==> src/rtl/ts_capture_pkg.sv <==
package ts_capture_pkg;
    parameter int TIME_W = 64;
    parameter int WORD_W = 32;
    localparam int HALF_W = TIME_W / 2;

    typedef enum logic {
        SLOT_ARMED = 1'b0,
        SLOT_HELD  = 1'b1
    } slot_state_e;

    typedef enum logic [2:0] {
        A_TX_CTRL = 3'd0,
        A_TX_LO   = 3'd1,
        A_TX_HI   = 3'd2,
        A_RX_CTRL = 3'd3,
        A_RX_LO   = 3'd4,
        A_RX_HI   = 3'd5,
        A_IRQ_MSK = 3'd6,
        A_NONE    = 3'd7
    } reg_addr_e;
endpackage

==> src/rtl/ts_slot.sv <==
module ts_slot
    import ts_capture_pkg::*;
#(
    parameter int TW = TIME_W
) (
    input  logic          clk,
    input  logic          rst_n,
    input  logic          en,
    input  logic          evt,
    input  logic [TW-1:0] time_in,
    input  logic          rd_hi,
    input  logic          rd_ctrl,
    output logic          valid,
    output logic          overrun,
    output logic [TW-1:0] stamp
);
    slot_state_e state_q, state_d;
    logic        take;
    logic        drop;

    always_comb begin
        state_d = state_q;
        take    = 1'b0;
        unique case (state_q)
            SLOT_ARMED: begin
                if (en && evt) begin
                    state_d = SLOT_HELD;
                    take    = 1'b1;
                end
            end
            SLOT_HELD: begin
                if (rd_hi) state_d = SLOT_ARMED;
            end
            default: state_d = SLOT_ARMED;
        endcase
    end

    assign drop = evt && (state_q == SLOT_HELD);

    always_ff @(posedge clk) begin
        if (!rst_n) begin
            state_q <= SLOT_ARMED;
            stamp   <= '0;
            overrun <= 1'b0;
        end else begin
            state_q <= state_d;
            if (take) stamp <= time_in;
            if (drop) overrun <= 1'b1;
            else if (rd_ctrl) overrun <= 1'b0;
        end
    end

    always_comb begin
        valid = (state_q == SLOT_HELD);
    end

    AST_CAPTURE: assert property (@(posedge clk) disable iff (!rst_n)
        (!valid && en && evt) |=> (valid && stamp == $past(time_in))) else $error("capture");
    AST_HOLD_STABLE: assert property (@(posedge clk) disable iff (!rst_n)
        (valid && !rd_hi) |=> (valid && $stable(stamp))) else $error("hold");
    AST_RELEASE: assert property (@(posedge clk) disable iff (!rst_n)
        (valid && rd_hi) |=> !valid) else $error("release");
    AST_NO_CAPTURE_OFF: assert property (@(posedge clk) disable iff (!rst_n)
        (!valid && !en) |=> !valid) else $error("disabled");
    AST_OVERRUN_SET: assert property (@(posedge clk) disable iff (!rst_n)
        (valid && evt) |=> overrun) else $error("overrun");
endmodule

==> src/rtl/ts_capture_top.sv <==
module ts_capture_top
    import ts_capture_pkg::*;
#(
    parameter int TW = TIME_W,
    parameter int DW = WORD_W
) (
    input  logic          clk,
    input  logic          rst_n,
    input  logic [TW-1:0] time_in,
    input  logic          tx_evt,
    input  logic          rx_evt,
    input  logic [2:0]    reg_addr,
    input  logic          reg_rd,
    input  logic          reg_wr,
    input  logic          reg_wdata,
    output logic [DW-1:0] reg_rdata,
    output logic          irq_tx
);
    localparam int NSLOT = 2;

    logic [NSLOT-1:0] en_q, evt, rd_hi, rd_ctrl, valid, ovr;
    logic [TW-1:0]    stamp [NSLOT];
    logic             mask_q;
    reg_addr_e        addr;

    assign addr = reg_addr_e'(reg_addr);
    assign evt  = {rx_evt, tx_evt};

    assign rd_hi[0]   = reg_rd && addr == A_TX_HI;
    assign rd_hi[1]   = reg_rd && addr == A_RX_HI;
    assign rd_ctrl[0] = reg_rd && addr == A_TX_CTRL;
    assign rd_ctrl[1] = reg_rd && addr == A_RX_CTRL;

    for (genvar g = 0; g < NSLOT; g++) begin : g_slot
        ts_slot #(.TW(TW)) u_slot (
            .clk    (clk),
            .rst_n  (rst_n),
            .en     (en_q[g]),
            .evt    (evt[g]),
            .time_in(time_in),
            .rd_hi  (rd_hi[g]),
            .rd_ctrl(rd_ctrl[g]),
            .valid  (valid[g]),
            .overrun(ovr[g]),
            .stamp  (stamp[g])
        );
    end

    always_ff @(posedge clk) begin
        if (!rst_n) begin
            en_q   <= '0;
            mask_q <= 1'b0;
        end else if (reg_wr) begin
            if (addr == A_TX_CTRL) en_q[0] <= reg_wdata;
            if (addr == A_RX_CTRL) en_q[1] <= reg_wdata;
            if (addr == A_IRQ_MSK) mask_q  <= reg_wdata;
        end
    end

    always_comb begin
        reg_rdata = '0;
        unique case (addr)
            A_TX_CTRL: reg_rdata[2:0] = {ovr[0], valid[0], en_q[0]};
            A_TX_LO:   reg_rdata = stamp[0][DW-1:0];
            A_TX_HI:   reg_rdata = stamp[0][TW-1:TW-DW];
            A_RX_CTRL: reg_rdata[2:0] = {ovr[1], valid[1], en_q[1]};
            A_RX_LO:   reg_rdata = stamp[1][DW-1:0];
            A_RX_HI:   reg_rdata = stamp[1][TW-1:TW-DW];
            A_IRQ_MSK: reg_rdata[0] = mask_q;
            default:   reg_rdata = '0;
        endcase
    end

    assign irq_tx = valid[0] & mask_q;

    AST_IRQ_NEEDS_MASK: assert property (@(posedge clk) disable iff (!rst_n)
        $rose(irq_tx) |-> mask_q) else $error("irq");
    AST_RX_SEPARATE: assert property (@(posedge clk) disable iff (!rst_n)
        (!tx_evt && !rd_hi[0] && !(reg_wr && addr == A_TX_CTRL)) |=> $stable(valid[0])) else $error("sep");
endmodule

==> config.mk <==
export PLATFORM = sky130hd
export DESIGN_NAME = ts_capture_top
export DESIGN_NICKNAME = d
export VERILOG_FILES = /design/src/rtl/ts_capture_pkg.sv /design/src/rtl/ts_slot.sv /design/src/rtl/ts_capture_top.sv
export SDC_FILE = /design/constraint.sdc
export NUM_CORES = 1
export LEC_CHECK = 0
export BUFFER_PORTS_ARGS = -buffer_cell sky130_fd_sc_hd__buf_2
export CORE_ASPECT_RATIO = 1.4
export CORE_MARGIN = 1.5
export CORE_UTILIZATION = 35
export CTS_BUF_LIST = sky130_fd_sc_hd__clkbuf_2 sky130_fd_sc_hd__clkbuf_4 sky130_fd_sc_hd__clkbuf_8
export DETAILED_ROUTE_END_ITERATION = 16
export PLACE_DENSITY = 0.54
export SETUP_SLACK_MARGIN = 0.5
export SYNTH_ARGS = -nofsm -noshare
export SYNTH_HDL_FRONTEND = slang
export SYNTH_SLANG_ARGS = --single-unit
export TNS_END_PERCENT = 30
==> constraint.sdc <==
create_clock -name clk -period 2.65 [get_ports clk]
set_input_delay 0.265 -clock clk [delete_from_list [all_inputs] [get_ports clk]]
set_output_delay 0.265 -clock clk [all_outputs]
set_load 0.005 [all_outputs]
# --- Word level (Yosys, flattened, before mapping) ---
# Index checks and enable logic that the tools add are counted.
op_classes:
  eq_ne: 6
  bitwise: 3
  mux: 15
  reduce_logical: 14
ops:
  columns: ["cell", "n"]
  rows:
  - ["$pmux 29 s4", 1]
  - ["$pmux 2 s6", 1]
  - ["$mux 1", 10]
  - ["$eq 3x3->1 const B", 3]
  - ["$logic_and 1x1->1", 8]
  - ["$pmux 1 s7", 1]
  - ["$eq 3x2->1 const B", 2]
  - ["$reduce_and 2->1", 3]
  - ["$pmux 1 s2", 2]
  - ["$reduce_bool 2->1", 2]
  - ["$eq 3x1->1 const B", 1]
  - ["$logic_not 3->1", 1]
  - ["$not 1->1", 2]
  - ["$and 1x1->1", 1]
word_totals:
  register_bits: 135
  elab_cells: 47

# --- Logic depth before layout (Yosys ltp) ---
# Gate-level depths: netlist of run 1.
logic_depth:
  ltp_word: 4
  ltp_mapped: 6
  mapped_depth_nobuf: 3

# --- By module ---
# A second synthesis of run 1 with hierarchy kept.
hier_totals:
  hier_cells: 719
  hier_area_um2: 6701.4
modules_own_cells:
  columns: ["mod", "area_per_inst_um2", "instances", "seq_area_each_um2", "cells_per_inst"]
  rows:
  - ["ts_slot", 2617.5, 2, 1321.3, 286]
  - ["ts_capture_top", 1466.4, 1, 60.1, 147]

# --- Least setup slack after synthesis of run 1 ---
# Ideal clock, no wire load.
synth_timing:
  kind: "input to output"
  startpoint: "input port reg_addr[0]"
  endpoint: "output port reg_rdata[28]"
  t_arrival_ns: 1.046
  slack_ns: 1.339
  cell_stages: 5
  path_cell_list: "buf_6 > buf_6 > mux2_4 > a22oi_2 > o21ai_0"
synth_between:
  elab_chain_len: 2
  word_cells_on_any_way: 5
synth_rtl:
  columns: ["item", "line", "rtl"]
  rows:
  - ["start, declared", "ts_capture_top.sv:12", "input logic [2:0] reg_addr,"]
  - ["$eq 3x3->1 (tied with other cells)", "ts_capture_top.sv:62", "unique case (addr)"]
  - ["$pmux 29 s4 *", "ts_capture_top.sv:62", null]
  - ["end, declared", "ts_capture_top.sv:16", "output logic [DW-1:0] reg_rdata,"]
# Mark *: on every way between the ends. The rest lies on a longest branch, timed or not.

# --- Worst setup path in the final report of run 1 ---
layout_timing:
  startpoint: "input port reg_addr[0]"
  endpoint: "output port reg_rdata[14]"
# Same word-level chain as after synthesis.

==> results.tsv, run 1 <==
stage	metric	value	unit
floorplan	row count	57	
cts	CTS tree	done	
sta	Final setup viols	0	
detailed_routing	initial detailed-routing violation count	309	
cts	Reg clk slew, reported paths	0.08	ns
pwr	power density over the cells	570.9	nW/um^2
synthesis	Syn Nets	822	
cells_and_area	layout cells sized above 1	26.60	%
synthesis	synthesis warning total	0	
worst_setup_path	r2r setup slk	1.26	ns
sta	TNS Setup	0	ns
detailed_routing	DRT Pass-1 Iters	4	
cells_and_area	final net count	907	
floorplan	Die Wd	115.3	um
worst_setup_path	Worst Path Max Fanout	8	
synthesis	Mean Syn Cell Area	8.255	sq um
cells_and_area	Layout area overhead	16.49	%
floorplan	Die Height	160.2	um
floorplan	Initial Utilization	35.63	%
detailed_routing	DRC Markers	0	
cts	post_cts resized	0	
global_routing	total track usage	18.54	%
cells_and_area	Finished Layout Cells	1082	
placement	placed instance area	6783	sq um
cts	clock buffer depth	2	
pwr	Pleak	2.599	nW
floorplan	core area	17330	sq um
sta	RSZ-0062 raised after global routing	false	
synthesis	sequential share of the synthesized area	43.77	%
global_routing	vias in the first global route	5099	
worst_setup_path	critical path arrival	1.65	ns
worst_setup_path	CP startpoint kind	input port	
worst_setup_path	Critical Path End Type	primary output	
sta	fin crit share	72.40	%
worst_hold_path	Hold Path Class	input port to flop	
sta	Worst-Margin Slew	0.6349	ns
worst_setup_path	CP Cell Sequence	buf_2, nor2b_4, buf_4, a22oi_2, o21ai_1, buf_2	
detailed_routing	routed wire length	16540	um
floorplan	die area	18460	sq um
sta	post-layout min period	1.919	ns
cts	clock latency on the worst-skew pair	0.44	ns
cells_and_area	Sequential Area	2703	sq um
worst_setup_path	Buf+Inv Stages, Crit Path	3	
sta	fin. max-slew vios	0	
placement	RePlAce Congestion	0.7073	
worst_setup_path	most used cell, CP	buf_2	
pwr	Peak VDD IR	0.0002171	V
cells_and_area	multi-input logic area	3013	sq um
sta	Slew Limit Headroom	57.68	%
synthesis	Cells after Synth	748	
detailed_routing	drt via density	4.845	
worst_setup_path	slowest CP cell	nor2b_4	
worst_setup_path	CP delay by family, top	buffers and inverters	
synthesis	cell area after synthesis	6175	sq um
floorplan	io pins	107	
cts	Hold-fix buffers, CTS	0	
synthesis	synthesized flop and latch total	135	
placement	Post-DP HPWL	10540	um
cts	TritonCTS Buffers	17	
detailed_routing	wire length per cell	15.29	um
status	run status	completed	
global_routing	first-pass GRT wire length	26360	um
worst_setup_path	critical path type	input port to primary output	
sta	final number of hold-violating endpoints	0	
placement	placed insts	1050	
cts	Post-CTS Setup Inserts	0	
global_routing	total congestion overflow	0	
worst_setup_path	CP required	2.38	ns
sta	Peak Freq	521.2	MHz
detailed_routing	Routed Antenna Nets	0	
cells_and_area	# diodes	0	
cells_and_area	FILL cells	1826	
flow_run	max cap viols	0	
cts	H-Tree Depth	4	
synthesis	library cells used by synthesis	38	
global_routing	pin count of the biggest net entering global routing	135	
global_routing	initial antenna violation count	1	
placement	PortBufs	106	
sta	Worst Clk Skew	0.01264	ns
cells_and_area	Finished Cell Area	7193	sq um
detailed_routing	DR vias	5242	
cts	clock sink total	135	
cts	clk root buf	clkbuf_8	
worst_setup_path	Critical Path Max Stage Delay	0.44	ns
[layer usage]
metal	up-vias	wire, um	track usage, %	part of all wire (%)
li1	2666	-	-	-
met1	2451	7146	22.40	43
met2	110	8478	32.36	51
met3	15	707	4.402	4.3
met4	0	209	5.387	1.3
met5	-	0	0	0
[report_power, final]
part           internal (mW)  switching (mW)  total (mW)  leakage, nW
Clock                   1.00           0.769        1.77        0.211
Combinational          0.103           0.179       0.282         1.30
Sequential              2.04         0.00976        2.05         1.09
[worst paths after layout]
path                                  start                    endpoint  depth (start not counted)
setup / recovery                reg_addr[0]               reg_rdata[14]                          6
hold / removal                  time_in[63]  g_slot[0].u_slot.stamp[63]                          3
setup reg to reg     g_slot[1].u_slot.valid  g_slot[1].u_slot.stamp[45]                          4
hold reg to reg   g_slot[0].u_slot.stamp[7]   g_slot[0].u_slot.stamp[7]                          2
[sequential cells by signal, indices dropped and copies added, names as in the netlist]
register               cells
g_slot.u_slot.overrun      2
mask_q                     1
g_slot.u_slot.valid        2
g_slot.u_slot.stamp      128
en_q                       2
[cell usage in the layout, fill, tap and decap left out, types with 3 or more instances in the layout]
master | netlist | layout
clkbuf_4 | 0 | 5
buf_4 | 27 | 17
nand2_1 | 291 | 291
nand3b_1 | 3 | 3
buf_12 | 1 | 5
clkbuf_8 | 0 | 18
a21oi_1 | 134 | 134
o21ai_1 | 27 | 27
o21ai_0 | 5 | 5
buf_2 | 4 | 106
clkinv_2 | 0 | 4
mux2i_1 | 7 | 7
nand2b_1 | 3 | 3
a22oi_2 | 27 | 27
bufinv_16 | 0 | 3
mux2_4 | 27 | 27
dfxtp_1 | 135 | 135
mux2_2 | 3 | 3
[cells in the mapped netlist]
cell      number  share of area, %
mux2_4        27               6.6
a311oi_1       1              0.14
o22ai_1        1              0.10
a22oi_2       27               5.5
nor3b_2        1              0.20
o31ai_1        1              0.12
mux4_2         1              0.36
nor3_2         1              0.16
inv_2          1             0.061
o21ai_2        1              0.14
mux2_2         3              0.55
buf_6         12               2.2
buf_2          4              0.32
o21ai_0        5              0.41
a41o_1         1              0.16
nand3b_1       3              0.36
and3b_1        2              0.28
o32a_1         1              0.16
mux2i_1        7               1.1
buf_8          1              0.24
clkbuf_1      17               1.0
nor2b_1        1              0.10
nand2_1      291                18
o221ai_1       1              0.14
buf_12         1              0.32
nor2b_4        1              0.22
nand2b_1       3              0.30
a21oi_1      134                11
nand4b_1       1              0.14
inv_1          2              0.12
buf_4         27               3.3
dfxtp_1      135                44
and2_1         1              0.10
o311a_1        1              0.16
nor2_1         1             0.061
o21ai_1       27               2.2
nand4_1        1              0.10
a22oi_1        2              0.24
[cell families (layout without fill, tap and decap cells)]
group / count (synthesis) / in the layout / synth area share, %
muxes: 38 / 38 / 8.612
AOI/OAI and AO/OA: 203 / 203 / 20.30
buffers and inverters: 65 / 163 / 7.578
and+or+nand+nor: 307 / 307 / 19.74
DFF: 135 / 135 / 43.77
[final cells by class]
type,instances,area share (%)
timing repair buffer,128,10.54
inverter,3,0.1913
sequential,135,37.57
tap,236,4.105
clock buffer,23,3.966
clock inverter,9,1.739
multi-input combinational,548,41.89
[metrics by stage]
step | worst slack (ns) | power, mW | util (%) | hold WS, ns
2_1_floorplan | 1.339 | 2.261 | - | 0.3747
3_3_place_gp | 0.7351 | 2.387 | 39.14 | 0.4427
3_5_place_dp | 0.7280 | 2.388 | 39.14 | 0.4461
4_1_cts | 0.7282 | 4.161 | 41.51 | 0.04020
5_1_grt | 0.6720 | 4.275 | 41.51 | 0.04240
6_report | 0.7314 | 4.106 | 41.51 | 0.06723
[tightest hold or removal path: stages]
cell,delay (ns)
buf_2,0.10
nand2_1,0.05
a21oi_1,0.05
Power figures use the tool's default switching activity.
==> run 2: changes to the inputs <==
Settings changed: ABC_AREA set to 1, PLACE_DENSITY 0.54 to 0.56.
Clock period 2.65 ns to 1.75 ns, I/O delays scaled along.
==> run 2 against run 1 <==
Compared with the run above:
- cell area grew 19%
- combinational power grew 110%
- count of clock-buffer cells in the layout shrank 5
- first-iteration DRC count grew 30%
- clock power grew 67%
- flip-flop and latch count is the same
- final cell count grew 20%
- clock skew shrank 0.0046 ns
- via count grew 22%
- largest power group unchanged
==> results.tsv, run 2 <==
stage	metric	value	unit
synthesis	Synth Area in XOR/XNOR	0	%
synthesis	share of synthesized registers carrying an async set or reset	0	%
floorplan	die area	17890	sq um
cells_and_area	commonest non-fill, non-tap cells in the layout	nor2_1 (289), nand2_1 (134), o21ai_0 (104)	
detailed_routing	wire length per cell	17.35	um
pwr	Switching Power	1.586	mW
synthesis	top cells by count, synth	nor2_1 (315), nand2_1 (139), dfxtp_1 (135)	
synthesis	synthesis warning total	0	
sta	fin crit share	81.94	%
floorplan	Initial Utilization	35.71	%
pwr	Seq pwr share	47.0	%
detailed_routing	initial detailed-routing violation count	401	
global_routing	pin count of the biggest net entering global routing	75	
placement	placed instance area	6710	sq um
synthesis	post-synthesis compound-gate area fraction	11.38	%
cells_and_area	# diodes	0	
worst_setup_path	CP Cell Sequence	nand4_1, nand2_1, inv_1, nand2_1, buf_2	
synthesis	top cells by area, synth	dfxtp_1 (45%), nor2_1 (20%), o21ai_0 (9.2%), nand2_1 (8.7%), inv_1 (3.6%)	
detailed_routing	DR vias	6405	
worst_setup_path	Critical Path Max Stage Delay	0.33	ns
sta	Worst Clk Skew	0.008027	ns
sta	post-layout min period	1.434	ns
global_routing	vias in the first global route	6080	
cells_and_area	Layout area overhead	43.24	%
sta	worst hold slack	0.01378	ns
pwr	power density over the cells	780.7	nW/um^2
placement	Post-DP HPWL	13180	um
cts	clock buffer depth	2	
detailed_routing	DRC Markers	0	
sta	fin. max-slew vios	0	
sta	RSZ-0062 raised after global routing	true	
detailed_routing	routed wire length	22480	um
sta	Peak Freq	697.4	MHz
synthesis	top cell type's share of synthesized area	45.19	%
worst_setup_path	CP required	1.57	ns
detailed_routing	drt via density	4.942	
synthesis	sequential share of the synthesized area	45.19	%
cells_and_area	layout cells sized above 1	28.64	%
placement	PortBufs	106	
pwr	Pleak	3.984	nW
pwr	Internal Pwr Total	5.102	mW
synthesis	Post-synth top flop	dfxtp_1	
sta	final number of hold-violating endpoints	0	
cells_and_area	Top reg by flops	g_slot.u_slot.stamp	
synthesis	synthesized flop and latch total	135	
pwr	switching fraction of total power	23.71	%
cts	H-Tree Depth	4	
global_routing	initial antenna violation count	0	
pwr	Clock power frac	44.2	%
global_routing	total track usage	23.78	%
floorplan	core area	16750	sq um
worst_setup_path	Worst Path Max Fanout	2	
cts	clk root buf	clkbuf_8	
synthesis	Cells after Synth	906	
worst_hold_path	Hold Path Class	input port to flop	
detailed_routing	Routed Antenna Nets	0	
synthesis	adder-cell area share of the yosys netlist	0	%
floorplan	row count	56	
synthesis	Syn Nets	980	
sta	Final setup viols	0	
worst_setup_path	Critical Path End Type	primary output	
cells_and_area	max reg flops	128	
sta	Worst-Margin Slew	0.3018	ns
worst_setup_path	critical path type	flop to primary output	
floorplan	Die Height	157.7	um
synthesis	library cells used by synthesis	20	
global_routing	first-pass GRT wire length	31990	um
status	run status	completed	
worst_setup_path	most used cell, CP	nand2_1	
global_routing	total congestion overflow	0	
floorplan	io pins	107	
synthesis	Mean Syn Cell Area	6.601	sq um
synthesis	EDFF count, synth	0	
synthesis	Synth Area in Simple Gates	34.14	%
flow_run	max cap viols	0	
pwr	Comb pwr share	8.8	%
cts	clock latency on the worst-skew pair	0.45	ns
synthesis	mux cell area share after synthesis	0	%
cells_and_area	most common cell after layout, fill and taps aside	nor2_1	
pwr	Peak VDD IR	0.0004386	V
cts	CTS tree	done	
cells_and_area	final net count	1154	
cts	Reg clk slew, reported paths	0.08	ns
synthesis	most instantiated library cell after synthesis	nor2_1	
cells_and_area	FILL cells	1664	
cells_and_area	Finished Cell Area	8567	sq um
cts	TritonCTS Buffers	17	
synthesis	cell area after synthesis	5981	sq um
sta	TNS Setup	0	ns
placement	RePlAce Congestion	0.8521	
cts	clock sink total	135	
floorplan	Die Wd	113.5	um
synthesis	largest family of logic cells by synthesized area	simple AND/OR/NAND/NOR gates	
worst_setup_path	slowest CP cell	dfxtp_2	
detailed_routing	DRT Pass-1 Iters	5	
worst_setup_path	CP startpoint kind	flop	
pwr	Final Total Pwr	6.688	mW
worst_setup_path	critical path arrival	1.26	ns
synthesis	area leader, netlist	dfxtp_1	
sta	Slew Limit Headroom	79.88	%
-- run 2: final cells by class --
class	count	area, sq um	area share [%]
Tap cell	203	254.0	2.965
Timing Repair Buffer	211	1917	22.37
Timing Repair inverter	1	6.256	0.07302
Multi-Input combinational cell	643	2873	33.53
Clock buffer	18	247.7	2.892
Clock inverter	14	205.2	2.395
Sequential cell	135	2763	32.25
Inverter	71	301.5	3.520
-- run 2: metal layers --
layer  global-route usage [%]  share of wire (%)  up-vias
met4                    13.93                6.3        0
met3                    4.786                5.3       60
li1                         -                  -     3185
met2                    41.65                 49      230
met5                        0                  0        -
met1                    26.63                 39     2930
-- run 2: per-stage QoR --
step	std cells	util, %	setup WS (ns)
global placement	1178	40.07	0.2023
finish	1296	51.16	0.3161
global route	1296	51.16	0.2464
floorplan	906	-	0.6226
CTS	1277	47.91	0.2806
detailed placement	1178	40.07	0.1969
-- run 2: path summary, 6_finish.rpt --
| path | slack (ns) | depth (start not counted) | start | end |
|---|---|---|---|---|
| worst min register to register | 0.48 | 2 | g_slot[0].u_slot.overrun | g_slot[0].u_slot.overrun |
| worst min-delay path | 0.01 | 3 | time_in[20] | g_slot[1].u_slot.stamp[20] |
| worst max-delay path | 0.32 | 5 | g_slot[1].u_slot.stamp[50] | reg_rdata[18] |
| worst max register to register | 0.42 | 7 | g_slot[1].u_slot.valid | g_slot[1].u_slot.stamp[49] |
-- run 2: kinds of logic (layout without fill, tap and decap cells) --
family / count (synthesis) / after routing
AO/OA/AOI/OAI: 136 / 136
flip-flops: 135 / 135
buffers and inverters: 128 / 315
AND/OR/NAND/NOR: 507 / 507
-- run 2: power groups by stage --
stage	clock, mW	combinational, mW	sequential [mW]
2_1_floorplan	0	0.186	3.20
4_1_cts	3.01	0.526	3.14
5_1_grt	3.17	0.629	3.15
6_report	2.96	0.588	3.14
3_5_place_dp	0	0.405	3.21
3_3_place_gp	0	0.407	3.21
-- run 2: what timing repair did --
| item | CTS | global route |
|---|---|---|
| resized for setup | 59 | 107 |
| setup endpoints to repair | 131 | 153 |
| buffers inserted | 9 | 9 |
| hold endpoints to repair | 99 | 0 |
| hold buffers | 53 | 0 |
| cloned | 5 | 10 |
| pin swaps | 42 | 51 |
-- run 2: worst max-delay path, delay by kind of cell, from the launching register on --
family | cells | cell delay [ns]
buffers and inverters | 2 | 0.15
flip-flops | 1 | 0.33
AND/OR/NAND/NOR | 3 | 0.32
